## config.mk

```make
export PLATFORM = sky130hd
export DESIGN_NAME = eeprom_word_reader
export DESIGN_NICKNAME = d
export VERILOG_FILES = /design/src/rtl/eerd_pkg.sv /design/src/rtl/eerd_halfper.sv /design/src/rtl/eerd_shreg.sv /design/src/rtl/eeprom_word_reader.sv
export SDC_FILE = /design/constraint.sdc
export NUM_CORES = 1
export LEC_CHECK = 0
export BUFFER_PORTS_ARGS = -buffer_cell sky130_fd_sc_hd__buf_2
export CORE_UTILIZATION = 45
export CTS_CLUSTER_DIAMETER = 150
export DETAILED_ROUTE_END_ITERATION = 8
export PLACE_DENSITY = 0.67
export SYNTH_ARGS = -nofsm -noshare
export SYNTH_HDL_FRONTEND = slang
export SYNTH_SLANG_ARGS = --single-unit
```

## constraint.sdc

```tcl
create_clock -name clk -period 2.7 [get_ports clk]
set_clock_uncertainty 0.05 [all_clocks]
set_input_delay 0.405 -clock clk [delete_from_list [all_inputs] [get_ports clk]]
set_output_delay 0.405 -clock clk [all_outputs]
set_load 0.05 [all_outputs]
```

## src/rtl/eerd_pkg.sv

```systemverilog
package eerd_pkg;

    localparam int OPC_W = 3;
    localparam logic [OPC_W-1:0] READ_OPCODE = 3'b110;

    typedef enum logic [3:0] {
        ST_IDLE,
        ST_ARM,
        ST_SELECT,
        ST_CMD_LO,
        ST_CMD_HI,
        ST_RD_LO,
        ST_RD_HI,
        ST_TAIL,
        ST_DESEL
    } eerd_state_e;

endpackage

```

## src/rtl/eerd_halfper.sv

```systemverilog
// Half-period timer: runs while a transfer is active, strobes tick in the
// last cycle of each half period and wraps, so every state boundary lines up.
module eerd_halfper #(
    parameter int HALF_CYC = 500
) (
    input  logic clk,
    input  logic rst_n,
    input  logic run,
    output logic tick
);

    localparam int CW = (HALF_CYC > 2) ? $clog2(HALF_CYC) : 1;
    localparam logic [CW-1:0] LAST = CW'(HALF_CYC - 1);

    logic [CW-1:0] cnt_q;

    always_ff @(posedge clk or negedge rst_n) begin
        if (!rst_n) begin
            cnt_q <= '0;
        end else if (!run) begin
            cnt_q <= '0;
        end else if (cnt_q == LAST) begin
            cnt_q <= '0;
        end else begin
            cnt_q <= cnt_q + 1'b1;
        end
    end

    assign tick = run && (cnt_q == LAST);

endmodule

```

## src/rtl/eerd_shreg.sv

```systemverilog
// Left-shifting register with parallel load: the top bit leaves toward the
// EEPROM, new bits enter at the bottom.
module eerd_shreg #(
    parameter int W = 16
) (
    input  logic         clk,
    input  logic         rst_n,
    input  logic         load,
    input  logic [W-1:0] load_val,
    input  logic         shift,
    input  logic         sin,
    output logic [W-1:0] q
);

    always_ff @(posedge clk or negedge rst_n) begin
        if (!rst_n) begin
            q <= '0;
        end else if (load) begin
            q <= load_val;
        end else if (shift) begin
            q <= {q[W-2:0], sin};
        end
    end

endmodule

```

## src/rtl/eeprom_word_reader.sv

```systemverilog
module eeprom_word_reader
    import eerd_pkg::*;
#(
    parameter int ADDR_W   = 6,
    parameter int DATA_W   = 16,
    parameter int HALF_CYC = 500
) (
    input  logic              clk,
    input  logic              rst_n,
    input  logic              start,
    input  logic [ADDR_W-1:0] addr,
    output logic              busy,
    output logic              done,
    output logic [DATA_W-1:0] rdata,
    output logic              prom_cs,
    output logic              prom_sclk,
    output logic              prom_mosi,
    input  logic              prom_miso
);

    localparam int CMD_W = OPC_W + ADDR_W;
    localparam int BCW   = $clog2(DATA_W);
    localparam logic [BCW-1:0] CMD_LAST  = BCW'(CMD_W - 1);
    localparam logic [BCW-1:0] DATA_LAST = BCW'(DATA_W - 1);
    localparam logic [DATA_W-1:0] CMD_ALIGN_SHIFT = DATA_W'(DATA_W - CMD_W);

    generate
        if (DATA_W < CMD_W) begin : g_width_check
            $error("eeprom_word_reader: DATA_W must be at least OPC_W + ADDR_W");
        end
    endgenerate

    eerd_state_e state_q, state_nx;
    logic              tick;
    logic [BCW-1:0]    bit_q;
    logic              bit_zero;
    logic              accept;
    logic              sr_shift;
    logic              sr_sin;
    logic [DATA_W-1:0] sr_q;
    logic [DATA_W-1:0] sr_load;
    logic              mosi_nx;

    assign accept   = (state_q == ST_IDLE) && start;
    assign bit_zero = (bit_q == '0);

    // Half-period timing.
    eerd_halfper #(
        .HALF_CYC (HALF_CYC)
    ) u_halfper (
        .clk   (clk),
        .rst_n (rst_n),
        .run   (state_q != ST_IDLE),
        .tick  (tick)
    );

    // Shared command / readback register: command left-aligned at load,
    // leaves through the top bit while data fills from the bottom.
    assign sr_load  = DATA_W'({READ_OPCODE, addr}) << CMD_ALIGN_SHIFT;
    assign sr_shift = tick && ((state_q == ST_CMD_HI) || (state_q == ST_RD_HI));
    assign sr_sin   = (state_q == ST_RD_HI) ? prom_miso : 1'b0;

    eerd_shreg #(
        .W (DATA_W)
    ) u_shreg (
        .clk      (clk),
        .rst_n    (rst_n),
        .load     (accept),
        .load_val (sr_load),
        .shift    (sr_shift),
        .sin      (sr_sin),
        .q        (sr_q)
    );

    // Bit counter for both phases.
    always_ff @(posedge clk or negedge rst_n) begin
        if (!rst_n) begin
            bit_q <= '0;
        end else if (accept) begin
            bit_q <= CMD_LAST;
        end else if (tick && (state_q == ST_CMD_HI)) begin
            bit_q <= bit_zero ? DATA_LAST : bit_q - 1'b1;
        end else if (tick && (state_q == ST_RD_HI) && !bit_zero) begin
            bit_q <= bit_q - 1'b1;
        end
    end

    // Next-state logic.
    always_comb begin
        state_nx = state_q;
        unique case (state_q)
            ST_IDLE:   if (start) state_nx = ST_ARM;
            ST_ARM:    if (tick)  state_nx = ST_SELECT;
            ST_SELECT: if (tick)  state_nx = ST_CMD_LO;
            ST_CMD_LO: if (tick)  state_nx = ST_CMD_HI;
            ST_CMD_HI: if (tick)  state_nx = bit_zero ? ST_RD_LO : ST_CMD_LO;
            ST_RD_LO:  if (tick)  state_nx = ST_RD_HI;
            ST_RD_HI:  if (tick)  state_nx = bit_zero ? ST_TAIL : ST_RD_LO;
            ST_TAIL:   if (tick)  state_nx = ST_DESEL;
            ST_DESEL:  if (tick)  state_nx = ST_IDLE;
            default:              state_nx = ST_IDLE;
        endcase
    end

    // State register.
    always_ff @(posedge clk or negedge rst_n) begin
        if (!rst_n) begin
            state_q <= ST_IDLE;
        end else begin
            state_q <= state_nx;
        end
    end

    // Registered outputs, decoded from the state being entered.
    assign mosi_nx = sr_shift ? sr_q[DATA_W-2] : sr_q[DATA_W-1];

    always_ff @(posedge clk or negedge rst_n) begin
        if (!rst_n) begin
            busy      <= 1'b0;
            done      <= 1'b0;
            prom_cs   <= 1'b0;
            prom_sclk <= 1'b0;
            prom_mosi <= 1'b0;
        end else begin
            busy      <= (state_nx != ST_IDLE);
            done      <= (state_q == ST_DESEL) && tick;
            prom_cs   <= (state_nx inside {ST_SELECT, ST_CMD_LO, ST_CMD_HI,
                                           ST_RD_LO, ST_RD_HI, ST_TAIL});
            prom_sclk <= (state_nx inside {ST_CMD_HI, ST_RD_HI});
            prom_mosi <= (state_nx inside {ST_CMD_LO, ST_CMD_HI}) ? mosi_nx : 1'b0;
        end
    end

    assign rdata = sr_q;

endmodule

```

==> out/results.tsv <==
stage	metric	value	unit
run_status	status	completed	
logic_synthesis	Yosys reg bits	38	
finish	final-stage net count	227	
floorplanning	site row count	23	
logic_synthesis	top_reg_cell synth	dfrtp_1	
setup_path	CP required	2.86	ns
setup_path	Setup CP Type	register to register	
drt	via count	1400	
drt	DRT iter0 DRCs	62	
clock_tree	CTS Buffer Depth	2	
floorplanning	Initial Utilization	0.466	
clock_tree	CTS Root Cell	clkbuf_8	
sta	setup violators final	0	
logic_synthesis	xor/xnor share of the synthesized area	0.0376	
sta	minimum clock period	1.97	ns
sta	Final Cycle Share	0.731	
clock_tree	number of buffers created by CTS	5	
clock_tree	post-CTS sizing	0	
placed_design	post-DP HPWL	2.49	mm
clock_tree	Worst-Skew Late Latency	0.29	ns
finish	Area Overhead vs Synth	14.4	%
drt	Via density	5.28	
global_routing	vias in the first global route	1264	
finish	post-route cell area	2130	um2
hold_path	HP Class	primary input to async pin	
drt	Pre-antenna DRT Iters	4	
sta	Slew Limit Fails	0	
setup_path	startpoint types	register	
placed_design	dpl cell area	2020	um2
global_routing	grt met3 use	0.0569	
logic_synthesis	top cell type's share of synthesized area	0.510	
sta	RSZ-0062 raised after global routing	no	
finish	Fill cells	354	
floorplanning	# IOs	31	
logic_synthesis	Synth Area per Inst	10.0	um2
setup_path	CP arrival	2.13	ns
sta	Rel. slew slack	0.432	
global_routing	largest net degree at the start of global routing	39	
clock_tree	H-tree levels	2	
placed_design	GPL Wtd Cong	0.824	
clock_tree	# Post-CTS Setup Buffers	0	
floorplanning	DIE AREA	4400	um2
finish	# diodes	0	
global_routing	initial antenna violation count	0	
drt	drc violations	0	
logic_synthesis	Post-Syn Instances	186	
logic_synthesis	largest family of logic cells by synthesized area	simple AND/OR/NAND/NOR gates	
power_and_ir_drop	total chip power	1470	uW
clock_tree	TritonCTS clock tree	built	
drt	WL/cell	13.6	um
logic_synthesis	Seq/Total Area, Yosys	0.510	
global_routing	global routing usage on met2	0.268	
power_and_ir_drop	peak supply drop	0.364	mV
power_and_ir_drop	leakage	0.00100	uW
clock_tree	hold_buf cts	0	
setup_path	worst-path fanout max	15	
logic_synthesis	Post-synth EDFFs	0	
logic_synthesis	Yosys warnings	0	
logic_synthesis	adder-cell share of the synthesized area	0.0134	
logic_synthesis	Synth Cell Area	1860	um2
placed_design	number of buffers inserted by port buffering	30	
clock_tree	clock tree sinks	38	
floorplanning	die height	66.3	um
finish	register area	951	um2
global_routing	GR peak layer	met2	
logic_synthesis	synth top area cells	dfrtp_1, nand2_1, nor2_1	
sta	worst-margin pin slew	0.852	ns
drt	antenna-violating nets left	0	
sta	setup TNS	0	ns
logic_synthesis	Synth Area in Simple Gates	0.255	
global_routing	GRT Total Usage	0.184	
clock_tree	clock slew at the register clock pins of the worst setup and hold paths	0.07	ns
finish	layout cells sized above 1	0.247	
logic_synthesis	async set-reset flop share out of synthesis	1.00	
finish	commonest non-fill, non-tap cell in the layout	dfrtp_1	
floorplanning	Die Wd	66.3	um
finish	Multi-input gate area	837	um2
job	max-cap violations	0	
logic_synthesis	post-synthesis mux area share	0.0201	
finish	most frequent cells in the layout	dfrtp_1, nand2_1, buf_2, nor2_1, a21oi_1	
global_routing	first-pass GRT wire length	5.98	mm
logic_synthesis	cell taking the most area after synthesis	dfrtp_1	
sta	fmax	0.507	GHz
logic_synthesis	Unique masters post-synth	48	
floorplanning	core area	4000	um2
drt	WL final	3.62	mm
global_routing	grt ovf	0	
global_routing	GR Util met1	0.258	
setup_path	CP endpoint kind	register	
logic_synthesis	Compound-Gate Fraction of Synth Area	0.123	
power_and_ir_drop	Power Dens Cells	689	nW/um2
logic_synthesis	net count after synthesis	198	
sta	Final Hold Fails	0	
==> metrics by stage <==
stage / util / std cells / setup WS [ns] / hold slack, ns
after CTS: 0.533 / 265 / 0.697 / 0.205
after global placement: 0.505 / 258 / 0.780 / 0.388
after floorplan: - / 186 / 0.964 / 0.0594
after detailed placement: 0.505 / 258 / 0.722 / 0.399
final: 0.533 / 265 / 0.727 / 0.173
after global routing: 0.533 / 265 / 0.605 / 0.233
==> cell families (layout without fill, tap and decap cells) <==
group,count (synthesis),in the layout
AOI/OAI and AO/OA,32,32
and+or+nand+nor,90,90
xor gates and xnor gates,8,8
buffers and inverters,13,42
adders and majority gates,2,2
DFF,38,38
muxes,3,3
==> synth_stat cells (3+ instances only) <==
| cell | instances |
|---|---|
| nand2_1 | 35 |
| a21oi_1 | 10 |
| buf_2 | 3 |
| o21ai_0 | 4 |
| xnor2_1 | 5 |
| nor2_1 | 22 |
| inv_1 | 5 |
| or3_1 | 3 |
| xor2_1 | 3 |
| nand3_1 | 5 |
| dfrtp_1 | 38 |
| a31oi_1 | 6 |
| nor3_1 | 3 |
==> per-layer routing <==
layer	vias up	share of wire
li1	688	-
met1	687	0.49
met2	20	0.47
met3	5	0.028
met4	0	0.013
met5	-	0
==> power breakdown <==
group          total (uW)  leakage [uW]  internal (uW)  switching (uW)
Sequential            714      0.000445            645            68.6
Combinational         262      0.000497            103             159
Clock                 493     0.0000573            296             198
Total                1470       0.00100           1040             425
==> critical path: stages, from the launching register on <==
cell and delay (ns):
dfrtp_1 0.37, ha_1 0.21, and4bb_4 0.33, nand2_4 0.10, nor3_4 0.54, nand2_1 0.11, a31oi_1 0.18
==> registers in the layout, summed over array words and instances (netlist names) <==
register,flops
done,1
prom_cs,1
prom_mosi,1
prom_sclk,1
state_q,4
u_halfper.cnt_q,9
busy,1
u_shreg.q,16
bit_q,4
==> path summary, 6_finish.rpt <==
check | startpoint | end | slack [ns] | cells after the start
max in group asynchronous | rst_n | u_shreg.q[1]$_DFFE_PN0P_ | 1.89 | 1
max reg2reg | u_halfper.cnt_q[0]$_DFF_PN0_ | u_shreg.q[10]$_DFFE_PN0P_ | 0.73 | 6
max | u_halfper.cnt_q[0]$_DFF_PN0_ | u_shreg.q[10]$_DFFE_PN0P_ | 0.73 | 6
min in group clk | addr[0] | u_shreg.q[7]$_DFFE_PN0P_ | 0.33 | 3
min | rst_n | done$_DFF_PN0_ | 0.17 | 1
min reg2reg | u_halfper.cnt_q[0]$_DFF_PN0_ | u_halfper.cnt_q[0]$_DFF_PN0_ | 0.41 | 1
==> final cells by class <==
cell class / instances / share of cell area
well taps: 50 / 0.0293
multi-input cells: 135 / 0.393
flip-flops and latches: 38 / 0.446
clock buffers: 6 / 0.0387
clock inverters: 1 / 0.0141
inverters: 5 / 0.00880
repair buffers: 30 / 0.0704
Note: power is estimated with default switching activity, not from simulation.
